File: src/rtl/adc_rd_pkg.sv
package adc_rd_pkg;

  localparam int WORD_W   = 16;
  localparam int SAMPLE_W = 12;
  localparam int TAG_W    = 3;

  localparam logic [TAG_W-1:0] CODE_RSVD  = 3'b110;
  localparam logic [TAG_W-1:0] CODE_DRAIN = 3'b111;

  typedef enum logic [2:0] {
    ST_IDLE,
    ST_SETUP,
    ST_LOW,
    ST_HIGH,
    ST_OUT
  } rd_state_e;

  typedef struct packed {
    logic                eof;
    logic [TAG_W-1:0]    chan;
    logic [SAMPLE_W-1:0] sample;
  } rd_result_t;

  // ceil(ns / period), never below one cycle
  function automatic int ns_to_cyc(input int ns, input int period_ns);
    int c;
    c = (ns + period_ns - 1) / period_ns;
    return (c < 1) ? 1 : c;
  endfunction

endpackage

File: src/rtl/adc_rd_timer.sv
module adc_rd_timer #(
  parameter int CW = 5
) (
  input  logic          clk_i,
  input  logic          rst_ni,
  input  logic          load_i,
  input  logic [CW-1:0] val_i,
  output logic          done_o
);

  logic [CW-1:0] cnt_q;

  always_ff @(posedge clk_i or negedge rst_ni) begin
    if (!rst_ni)              cnt_q <= '0;
    else if (load_i)          cnt_q <= val_i;
    else if (cnt_q != '0)     cnt_q <= cnt_q - 1'b1;
  end

  assign done_o = (cnt_q == '0);

endmodule

File: src/rtl/adc_rd_word.sv
module adc_rd_word
  import adc_rd_pkg::*;
(
  input  logic              clk_i,
  input  logic              rst_ni,
  input  logic              cap_i,
  input  logic              byte_mode_i,
  input  logic              hi_phase_i,
  input  logic [WORD_W-1:0] bus_i,
  output logic              word_valid_o,
  output rd_result_t        result_o
);

  localparam int HALF_W = WORD_W / 2;

  logic [WORD_W-1:0] word_q;

  // each half is written from the full bus or from the low lane in byte mode
  for (genvar h = 0; h < 2; h++) begin : g_half
    always_ff @(posedge clk_i or negedge rst_ni) begin
      if (!rst_ni) begin
        word_q[h*HALF_W +: HALF_W] <= '0;
      end else if (cap_i) begin
        if (!byte_mode_i)
          word_q[h*HALF_W +: HALF_W] <= bus_i[h*HALF_W +: HALF_W];
        else if (hi_phase_i == logic'(h))
          word_q[h*HALF_W +: HALF_W] <= bus_i[HALF_W-1:0];
      end
    end
  end

  assign word_valid_o    = word_q[WORD_W-1];
  assign result_o.eof    = ~word_q[WORD_W-1];
  assign result_o.chan   = word_q[SAMPLE_W +: TAG_W];
  assign result_o.sample = word_q[SAMPLE_W-1:0];

endmodule

File: src/rtl/adc_rd_seq.sv
module adc_rd_seq
  import adc_rd_pkg::*;
#(
  parameter int SETUP_CYC = 2,
  parameter int LOW_CYC   = 6,
  parameter int LATCH_CYC = 10,
  parameter int HIGH_CYC  = 6,
  parameter int CW        = 5
) (
  input  logic             clk_i,
  input  logic             rst_ni,
  input  logic             req_valid_i,
  input  logic [TAG_W-1:0] req_addr_i,
  input  logic             req_byte_i,
  input  logic             busy_i,
  output logic             req_ready_o,
  output logic             err_o,
  output logic             cs_no,
  output logic             rd_no,
  output logic [TAG_W-1:0] addr_o,
  output logic             cap_o,
  output logic             byte_o,
  output logic             hi_phase_o,
  input  logic             word_valid_i,
  output logic             res_valid_o,
  input  logic             res_ready_i
);

  rd_state_e        state_q, state_d;
  logic [TAG_W-1:0] addr_q, addr_d;
  logic             drain_q, drain_d;
  logic             byte_q, byte_d;
  logic             phase_q, phase_d;
  logic             err_d;
  logic             t_load, t_done;
  logic [CW-1:0]    t_val;
  logic [CW-1:0]    low_len;

  // converting (busy low) may overlap the output latch: use the long strobe
  assign low_len = busy_i ? CW'(LOW_CYC - 1) : CW'(LATCH_CYC - 1);

  adc_rd_timer #(.CW(CW)) u_timer (
    .clk_i  (clk_i),
    .rst_ni (rst_ni),
    .load_i (t_load),
    .val_i  (t_val),
    .done_o (t_done)
  );

  always_comb begin
    state_d = state_q;
    addr_d  = addr_q;
    drain_d = drain_q;
    byte_d  = byte_q;
    phase_d = phase_q;
    err_d   = 1'b0;
    t_load  = 1'b0;
    t_val   = '0;
    cap_o   = 1'b0;
    unique case (state_q)
      ST_IDLE: begin
        if (req_valid_i) begin
          if (req_addr_i == CODE_RSVD) begin
            err_d = 1'b1;
          end else begin
            addr_d  = req_addr_i;
            drain_d = (req_addr_i == CODE_DRAIN);
            byte_d  = req_byte_i;
            phase_d = 1'b0;
            t_load  = 1'b1;
            t_val   = CW'(SETUP_CYC - 1);
            state_d = ST_SETUP;
          end
        end
      end
      ST_SETUP: begin
        if (t_done) begin
          t_load  = 1'b1;
          t_val   = low_len;
          state_d = ST_LOW;
        end
      end
      ST_LOW: begin
        if (t_done) begin
          cap_o   = 1'b1;
          t_load  = 1'b1;
          t_val   = CW'(HIGH_CYC - 1);
          state_d = ST_HIGH;
        end
      end
      ST_HIGH: begin
        if (t_done) begin
          if (byte_q && !phase_q) begin
            phase_d = 1'b1;
            t_load  = 1'b1;
            t_val   = low_len;
            state_d = ST_LOW;
          end else begin
            state_d = ST_OUT;
          end
        end
      end
      ST_OUT: begin
        if (res_ready_i) begin
          if (drain_q && word_valid_i) begin
            // recovery already spent in ST_HIGH
            phase_d = 1'b0;
            t_load  = 1'b1;
            t_val   = low_len;
            state_d = ST_LOW;
          end else begin
            state_d = ST_IDLE;
          end
        end
      end
      default: state_d = ST_IDLE;
    endcase
  end

  always_ff @(posedge clk_i or negedge rst_ni) begin
    if (!rst_ni) begin
      state_q <= ST_IDLE;
      addr_q  <= '0;
      drain_q <= 1'b0;
      byte_q  <= 1'b0;
      phase_q <= 1'b0;
      err_o   <= 1'b0;
    end else begin
      state_q <= state_d;
      addr_q  <= addr_d;
      drain_q <= drain_d;
      byte_q  <= byte_d;
      phase_q <= phase_d;
      err_o   <= err_d;
    end
  end

  assign req_ready_o = (state_q == ST_IDLE);
  assign cs_no       = (state_q == ST_IDLE);
  assign rd_no       = (state_q != ST_LOW);
  assign res_valid_o = (state_q == ST_OUT);
  assign addr_o      = addr_q;
  assign byte_o      = byte_q;
  assign hi_phase_o  = phase_q;


  ignore_busy_chk: assert property (@(posedge clk_i) disable iff (!rst_ni)
    (state_q != ST_IDLE) |=> (addr_q == $past(addr_q)) || (state_q == ST_LOW && $past(state_q) == ST_OUT) || $past(state_q == ST_OUT));


  err_pulse_chk: assert property (@(posedge clk_i) disable iff (!rst_ni)
    err_o |-> $past(req_valid_i && req_addr_i == CODE_RSVD) && state_q == ST_IDLE);

endmodule

File: src/rtl/adc_rd_ctrl.sv
module adc_rd_ctrl
  import adc_rd_pkg::*;
#(
  parameter int CLK_PERIOD_NS  = 5,
  parameter int ADDR_SETUP_NS  = 10,
  parameter int STROBE_LOW_NS  = 30,
  parameter int LATCH_LOW_NS   = 50,
  parameter int STROBE_HIGH_NS = 30
) (
  input  logic                clk_i,
  input  logic                rst_ni,
  input  logic                req_valid_i,
  input  logic [TAG_W-1:0]    req_addr_i,
  input  logic                req_byte_i,
  input  logic                busy_i,
  output logic                req_ready_o,
  output logic                err_o,
  output logic                adc_cs_no,
  output logic                adc_rd_no,
  output logic [TAG_W-1:0]    adc_addr_o,
  input  logic [WORD_W-1:0]   adc_data_i,
  output logic                res_valid_o,
  input  logic                res_ready_i,
  output logic [TAG_W-1:0]    res_chan_o,
  output logic [SAMPLE_W-1:0] res_sample_o,
  output logic                res_eof_o
);

  localparam int SETUP_CYC = ns_to_cyc(ADDR_SETUP_NS, CLK_PERIOD_NS);
  localparam int LOW_CYC   = ns_to_cyc(STROBE_LOW_NS, CLK_PERIOD_NS);
  localparam int LATCH_CYC = (ns_to_cyc(LATCH_LOW_NS, CLK_PERIOD_NS) > LOW_CYC) ?
                              ns_to_cyc(LATCH_LOW_NS, CLK_PERIOD_NS) : LOW_CYC;
  localparam int HIGH_CYC  = ns_to_cyc(STROBE_HIGH_NS, CLK_PERIOD_NS);
  localparam int MAX_A     = (SETUP_CYC > HIGH_CYC) ? SETUP_CYC : HIGH_CYC;
  localparam int MAX_CYC   = (MAX_A > LATCH_CYC) ? MAX_A : LATCH_CYC;
  localparam int CW        = $clog2(MAX_CYC + 1) + 1;

  logic       cap, byte_mode, hi_phase, word_valid;
  rd_result_t result;

  adc_rd_seq #(
    .SETUP_CYC (SETUP_CYC),
    .LOW_CYC   (LOW_CYC),
    .LATCH_CYC (LATCH_CYC),
    .HIGH_CYC  (HIGH_CYC),
    .CW        (CW)
  ) u_seq (
    .clk_i        (clk_i),
    .rst_ni       (rst_ni),
    .req_valid_i  (req_valid_i),
    .req_addr_i   (req_addr_i),
    .req_byte_i   (req_byte_i),
    .busy_i       (busy_i),
    .req_ready_o  (req_ready_o),
    .err_o        (err_o),
    .cs_no        (adc_cs_no),
    .rd_no        (adc_rd_no),
    .addr_o       (adc_addr_o),
    .cap_o        (cap),
    .byte_o       (byte_mode),
    .hi_phase_o   (hi_phase),
    .word_valid_i (word_valid),
    .res_valid_o  (res_valid_o),
    .res_ready_i  (res_ready_i)
  );

  adc_rd_word u_word (
    .clk_i        (clk_i),
    .rst_ni       (rst_ni),
    .cap_i        (cap),
    .byte_mode_i  (byte_mode),
    .hi_phase_i   (hi_phase),
    .bus_i        (adc_data_i),
    .word_valid_o (word_valid),
    .result_o     (result)
  );

  assign res_chan_o   = result.chan;
  assign res_sample_o = result.sample;
  assign res_eof_o    = result.eof;

  // pin-level timing observers for the assertions below
  localparam logic [CW-1:0] SAT = '1;
  logic [CW-1:0]    lo_cnt_q, hi_cnt_q, addr_cnt_q, addr_age;
  logic [TAG_W-1:0] addr_prev_q;

  assign addr_age = (adc_addr_o != addr_prev_q) ? '0 : addr_cnt_q;

  always_ff @(posedge clk_i or negedge rst_ni) begin
    if (!rst_ni) begin
      lo_cnt_q    <= '0;
      hi_cnt_q    <= SAT;
      addr_cnt_q  <= SAT;
      addr_prev_q <= '0;
    end else begin
      lo_cnt_q    <= adc_rd_no ? '0 : ((lo_cnt_q == SAT) ? SAT : lo_cnt_q + 1'b1);
      hi_cnt_q    <= !adc_rd_no ? '0 : ((hi_cnt_q == SAT) ? SAT : hi_cnt_q + 1'b1);
      addr_cnt_q  <= (addr_age == SAT) ? SAT : addr_age + 1'b1;
      addr_prev_q <= adc_addr_o;
    end
  end


  addr_setup_chk: assert property (@(posedge clk_i) disable iff (!rst_ni)
    $fell(adc_rd_no) |-> addr_age >= CW'(SETUP_CYC));


  addr_hold_chk: assert property (@(posedge clk_i) disable iff (!rst_ni)
    !adc_rd_no |-> $stable(adc_addr_o));


  strobe_low_chk: assert property (@(posedge clk_i) disable iff (!rst_ni)
    $rose(adc_rd_no) |-> lo_cnt_q >= CW'(LOW_CYC));


  cs_with_rd_chk: assert property (@(posedge clk_i) disable iff (!rst_ni)
    !adc_rd_no |-> !adc_cs_no);


  strobe_high_chk: assert property (@(posedge clk_i) disable iff (!rst_ni)
    $fell(adc_rd_no) |-> hi_cnt_q >= CW'(HIGH_CYC));


  no_rsvd_addr_chk: assert property (@(posedge clk_i) disable iff (!rst_ni)
    !adc_rd_no |-> adc_addr_o != CODE_RSVD);


  busy_not_ready_chk: assert property (@(posedge clk_i) disable iff (!rst_ni)
    !adc_cs_no |-> !req_ready_o);


  result_hold_chk: assert property (@(posedge clk_i) disable iff (!rst_ni)
    (res_valid_o && !res_ready_i) |=> res_valid_o && $stable(res_chan_o)
      && $stable(res_sample_o) && $stable(res_eof_o));

endmodule

File: config.mk
export PLATFORM = sky130hd
export DESIGN_NAME = adc_rd_ctrl
export DESIGN_NICKNAME = d
export VERILOG_FILES = /design/src/rtl/adc_rd_pkg.sv /design/src/rtl/adc_rd_timer.sv /design/src/rtl/adc_rd_word.sv /design/src/rtl/adc_rd_seq.sv /design/src/rtl/adc_rd_ctrl.sv
export SDC_FILE = /design/constraint.sdc
export NUM_CORES = 1
export LEC_CHECK = 0
export ABC_CLOCK_PERIOD_IN_PS = 5300
export BUFFER_PORTS_ARGS = -buffer_cell sky130_fd_sc_hd__buf_4
export CAP_MARGIN = 30
export CORE_AREA = 2 2 63 65
export DETAILED_ROUTE_END_ITERATION = 6
export DIE_AREA = 0 0 65 67
export PLACE_DENSITY = 0.79
export SETUP_SLACK_MARGIN = 0.5
export SLEW_MARGIN = 15
export SYNTH_ARGS = -nofsm -noshare
export SYNTH_HDL_FRONTEND = slang
export SYNTH_SLANG_ARGS = --single-unit
File: constraint.sdc
create_clock -name clk_i -period 5.3 [get_ports clk_i]
set_input_delay 0.53 -clock clk_i [delete_from_list [all_inputs] [get_ports clk_i]]
set_output_delay 0.53 -clock clk_i [all_outputs]
set_load 0.05 [all_outputs]
Word level (Yosys, flattened, before mapping):

Index checks and enable logic that the tools add are counted.

* register bits after elaboration: 31
* word-level logic and storage cells: 87

* add/subtract/negate cells: 1
* equal/unequal tests: 17
* multiplexer cells: 44
* bitwise operators: 2
* reduce and logical (&&, ||, !) cells: 14

Operator list (number)
* $mux 5: 8
* $mux 8: 4
* $pmux 5 s5: 1
* $mux 3: 8
* $mux 1: 18
* $pmux 3 s5: 1
* $ne 2x1->1 const B: 6
* $eq 3x3->1 const B: 3
* $ne 2x2->1 const B: 4
* $reduce_and 7->1: 1
* $eq 3x2->1 const B: 2
* $reduce_and 6->1: 1
* $logic_not 5->1: 1
* $reduce_bool 5->1: 1
* $sub 5x1->5 const B: 1
* $mux 4: 1
* $pmux 1 s4: 1
* $reduce_and 2->1: 2
* $eq 3x1->1 const B: 1
* $logic_not 3->1: 1
* $ne 3x2->1 const B: 1
* $pmux 1 s3: 1
* $reduce_and 3->1: 1
* $reduce_bool 3->1: 1
* other kinds (6): 8

Logic depth before layout (Yosys ltp):

* depth after elaboration: 6
* gate-level depth with buffers: 7

Cells and area by module:

From an unflattened synthesis, not the netlist that was laid out.

* cell total of the unflattened synthesis: 141
* area, all modules: 1537.7 µm²

Modules (own cells, without submodules)
* adc_rd_word: instances 1, cells each 58, area each 693.2 µm²
* adc_rd_seq: instances 1, cells each 56, area each 565.5 µm²
* adc_rd_timer: instances 1, cells each 27, area each 279.0 µm²

Worst setup path after synthesis:

OpenSTA, ideal clock, no wires.

* path type: register -> output
* start: register u_seq.state_q[1]
* end: output port req_ready_o
* arrival: 1.809 ns
* required time: 4.770 ns
* path slack: 2.961 ns
* cell stages (with the launch flop): 5
* path buffers: 2
* path through: dfrtp_1 > or2_2 > clkbuf_1 > nor2_1 > buf_4

* cells in the longest elaborated chain, start to end: 1

RTL lines
* from (decl): RTL line adc_rd_seq.sv:29 `rd_state_e state_q, state_d;`
* from (signal assigned): RTL line adc_rd_seq.sv:129 `state_q <= state_d;`
* $logic_not 3->1
* to (decl): RTL line adc_rd_ctrl.sv:16 `output logic req_ready_o,`

Every way passes these cells.

Worst setup path after layout:

* start: register u_seq.u_timer.cnt_q[0]
* end: register u_seq.u_timer.cnt_q[2]

* cells in the longest elaborated chain, start to end: 4
* elaborated cells on any way between the ends: 13

RTL lines
* from (decl): RTL line adc_rd_timer.sv:11 `logic [CW-1:0] cnt_q;`
* from (signal assigned): RTL line adc_rd_timer.sv:15 `else if (load_i) cnt_q <= val_i;`
* from (signal assigned): RTL line adc_rd_timer.sv:16 `else if (cnt_q != '0) cnt_q <= cnt_q - 1'b1;`
* branches (longest 4 deep; another with $sub 5x1->5)

Parallel ways; which one is timed is not known. The select of a mux whose other input is x is not followed.
A chain may end at the register's enable or synchronous reset.

==> flow_metrics.py <==
metrics = {
    "logic_synthesis": {
        "synth_top_cell_by_area": "dfrtp_1",
        "ys_types": 42,
        "yosysWarnings": 0,
        "synth.top_cells.by_count": "31 x dfrtp_1, 17 x nand2_1, 8 x mux2_4, 8 x mux2i_1, 8 x nor2_1",
        "synthFlopType": "dfrtp_1",
        "ys_top_cells_by_area": "dfrtp_1 48%, mux2_4 7.5%, mux2i_1 5.0%, nand2_1 4.0%, a21oi_1 2.2%",
        "postSynthCellCount": 147,
        "yosysMostFrequentCell": "dfrtp_1",
        "async_flop_share": 1.00,
        "synth-edff-count": 0,
        "netlist_area_um2": 1600,
        "ys_ff_latch": 31,
        "synth_area_per_cell_um2": 10.9,
        "synth.net_count": 174,
        "synth_top_area_frac": 0.484,
        "ys_seq_area_frac": 0.484,
    },
    "clock_tree": {
        "cts_max_path_buffers": 2,
        "clock_sinks": 31,
        "root_buffer": "clkbuf_8",
        "h-tree-depth": 2,
        "clkSlewWorstSetupHoldPaths_ps": 70,
        "cts_made_buffers": 5,
        "cts_resized": 0,
        "clk_latency_ps": 290,
        "cts_tree": "done",
        "cts-hold-fix-buffers": 0,
        "cts_setup_buffers": 0,
    },
    "place": {
        "dp_hpwl_um": 2410,
        "gp_congestion": 0.787,
        "portBuffers": 48,
    },
    "timing": {
        "drv_slew": 0,
        "worst_pin_slew_ps": 563,
        "finalSetupViolations": 0,
        "finalHoldViolCount": 0,
        "finalCriticalPeriod_ps": 2140,
        "skew_ps": 7.29,
        "fmax_ghz": 0.468,
        "fin_crit_sh": 0.403,
        "tns_ps": 0,
        "rsz0062_at_grt": "no",
        "relSlewSlack": 0.623,
    },
    "setup_path": {
        "critPathBufInv": 1,
        "rrSetupSlack_ps": 3160,
        "critPathArrivalTime_ps": 2360,
        "reg2reg_from": "u_seq.u_timer.cnt_q[0]",
        "critPathMaxFanout": 10,
        "r2r_cells": 6,
        "crit_path_start_kind": "flop",
        "critPathMaxStageDelay_ps": 660,
        "setup.worst_path.class": "flop to flop",
        "critPathSlowestCell": "or4b_1",
        "r2r-end": "u_seq.u_timer.cnt_q[2]",
        "crit_family": "simple AND/OR/NAND/NOR gates",
        "crit_required_ps": 5520,
        "worstPathCellList": "inv_1 -> ha_1 -> or4b_1 -> a2111oi_2 -> o21ai_0 -> nand3_1",
        "end_kind": "flop",
    },
    "drt": {
        "drt_iter0_markers": 52,
        "vias": 1244,
        "dr.pass1.iters": 4,
        "wl_um": 3340,
        "wl_per_cell_um": 13.8,
        "drcViolationCount": 0,
        "via_per_inst": 5.14,
        "ant_nets": 0,
    },
    "layout": {
        "fillers": 329,
        "multi_input_area_um2": 751,
        "ff_latch_area_um2": 776,
        "synthToLayoutAreaGrowth_pct": 27.7,
        "layout.nets": 220,
        "drive_gt1_frac": 0.371,
        "antenna_cells": 0,
    },
    "run_status": {
        "status": "completed",
    },
    "global_route": {
        "grt-ovfl-total": 0,
        "grt_max_degree": 32,
        "first_global_vias": 1268,
        "antenna_found_initial": 0,
        "grt_pass1_wl_um": 5870,
        "gr-usage-all-layers": 0.180,
    },
    "die": {
        "die_w_um": 65,
        "dieArea_um2": 4360,
        "io_pins": 49,
        "die_y_um": 67,
        "initial_utilization": 0.444,
        "rows": 22,
        "core-area_um2": 3610,
    },
    "pwr": {
        "powerDensity_nw_per_um2": 640,
        "p_leak_uw": 0.000997,
        "irDropWorstVdd_uv": 271,
        "total_power_uw": 1310,
    },
    "hold_path": {
        "hp-class": "input pin to async pin",
    },
    "flow_run": {
        "cap_violations": 0,
    },
}
-- metrics by stage --
stage	std cells	util	setup WS [ps]	hold slack, ps	instance area (um^2)
CTS	242	0.568	3170	173	2050
detailed placement	234	0.545	3160	476	1970
global placement	234	0.545	3250	472	1970
floorplan	147	-	2960	234	1600
global route	242	0.568	2970	188	2050
finish	242	0.568	3160	162	2050
-- cells by family after synthesis --
| family | after synthesis | synth area share |
|---|---|---|
| AND/OR/NAND/NOR | 48 | 0.164 |
| AO/OA/AOI/OAI | 33 | 0.146 |
| flip-flops | 31 | 0.484 |
| multiplexers | 17 | 0.132 |
| buffers and inverters | 14 | 0.0476 |
| XOR/XNOR | 2 | 0.0109 |
| adder cells (fa/ha/maj) | 2 | 0.0156 |
-- routing by layer --
| metal | global-route usage | share of wire | vias up |
|---|---|---|---|
| li1 | - | - | 618 |
| met1 | 0.245 | 0.48 | 577 |
| met2 | 0.260 | 0.42 | 43 |
| met3 | 0.0625 | 0.071 | 6 |
| met4 | 0.0691 | 0.018 | 0 |
| met5 | 0 | 0 | - |
-- worst max path at each step --
stage	start	end	slack, ps	cells past startpoint
2_1_floorplan	u_seq.state_q[1]	req_ready_o	2960	4
3_3_place_gp	u_seq.u_timer.cnt_q[0]	u_seq.u_timer.cnt_q[2]	3250	6
3_5_place_dp	u_seq.u_timer.cnt_q[0]	u_word.result_o[12]	3160	6
4_1_cts	u_seq.u_timer.cnt_q[0]	u_word.result_o[12]	3170	6
5_1_grt	u_seq.u_timer.cnt_q[0]	u_word.result_o[12]	2970	6
6_report	u_seq.u_timer.cnt_q[0]	u_seq.u_timer.cnt_q[2]	3160	6
-- sequential cells by signal, summed over array words and instances (netlist names) --
signal and count:
u_seq.addr_o 3, u_seq.byte_o 1, u_seq.drain_q 1, u_seq.err_o 1
u_seq.hi_phase_o 1, u_seq.state_q 3, u_seq.u_timer.cnt_q 5, u_word.result_o 15
u_word.word_valid_o 1
-- cells in the final DEF, fill, tap and decap left out, types with 3 or more instances in the layout --
master,instances
a21oi_1,7
nand4_1,3
mux2_4,8
nand2_1,17
nand3_1,5
nor2_1,8
inv_1,5
mux2i_1,8
clkbuf_8,5
buf_4,48
o21ai_0,7
o21ai_1,4
dfrtp_1,31
-- area by class of cell --
| type | count | area share |
|---|---|---|
| multi-input combinational | 102 | 0.367 |
| tap | 48 | 0.0293 |
| clock inverter | 1 | 0.00244 |
| clock buffer | 7 | 0.0373 |
| timing repair buffer | 48 | 0.176 |
| inverter | 5 | 0.00917 |
| sequential | 31 | 0.379 |
-- report_power, final --
group	switching (uW)	leakage, uW	internal (uW)
registers	110	0.000353	338
logic	414	0.000602	269
clock network	88.0	0.0000422	92.0
(Power assumes the default switching activity.)
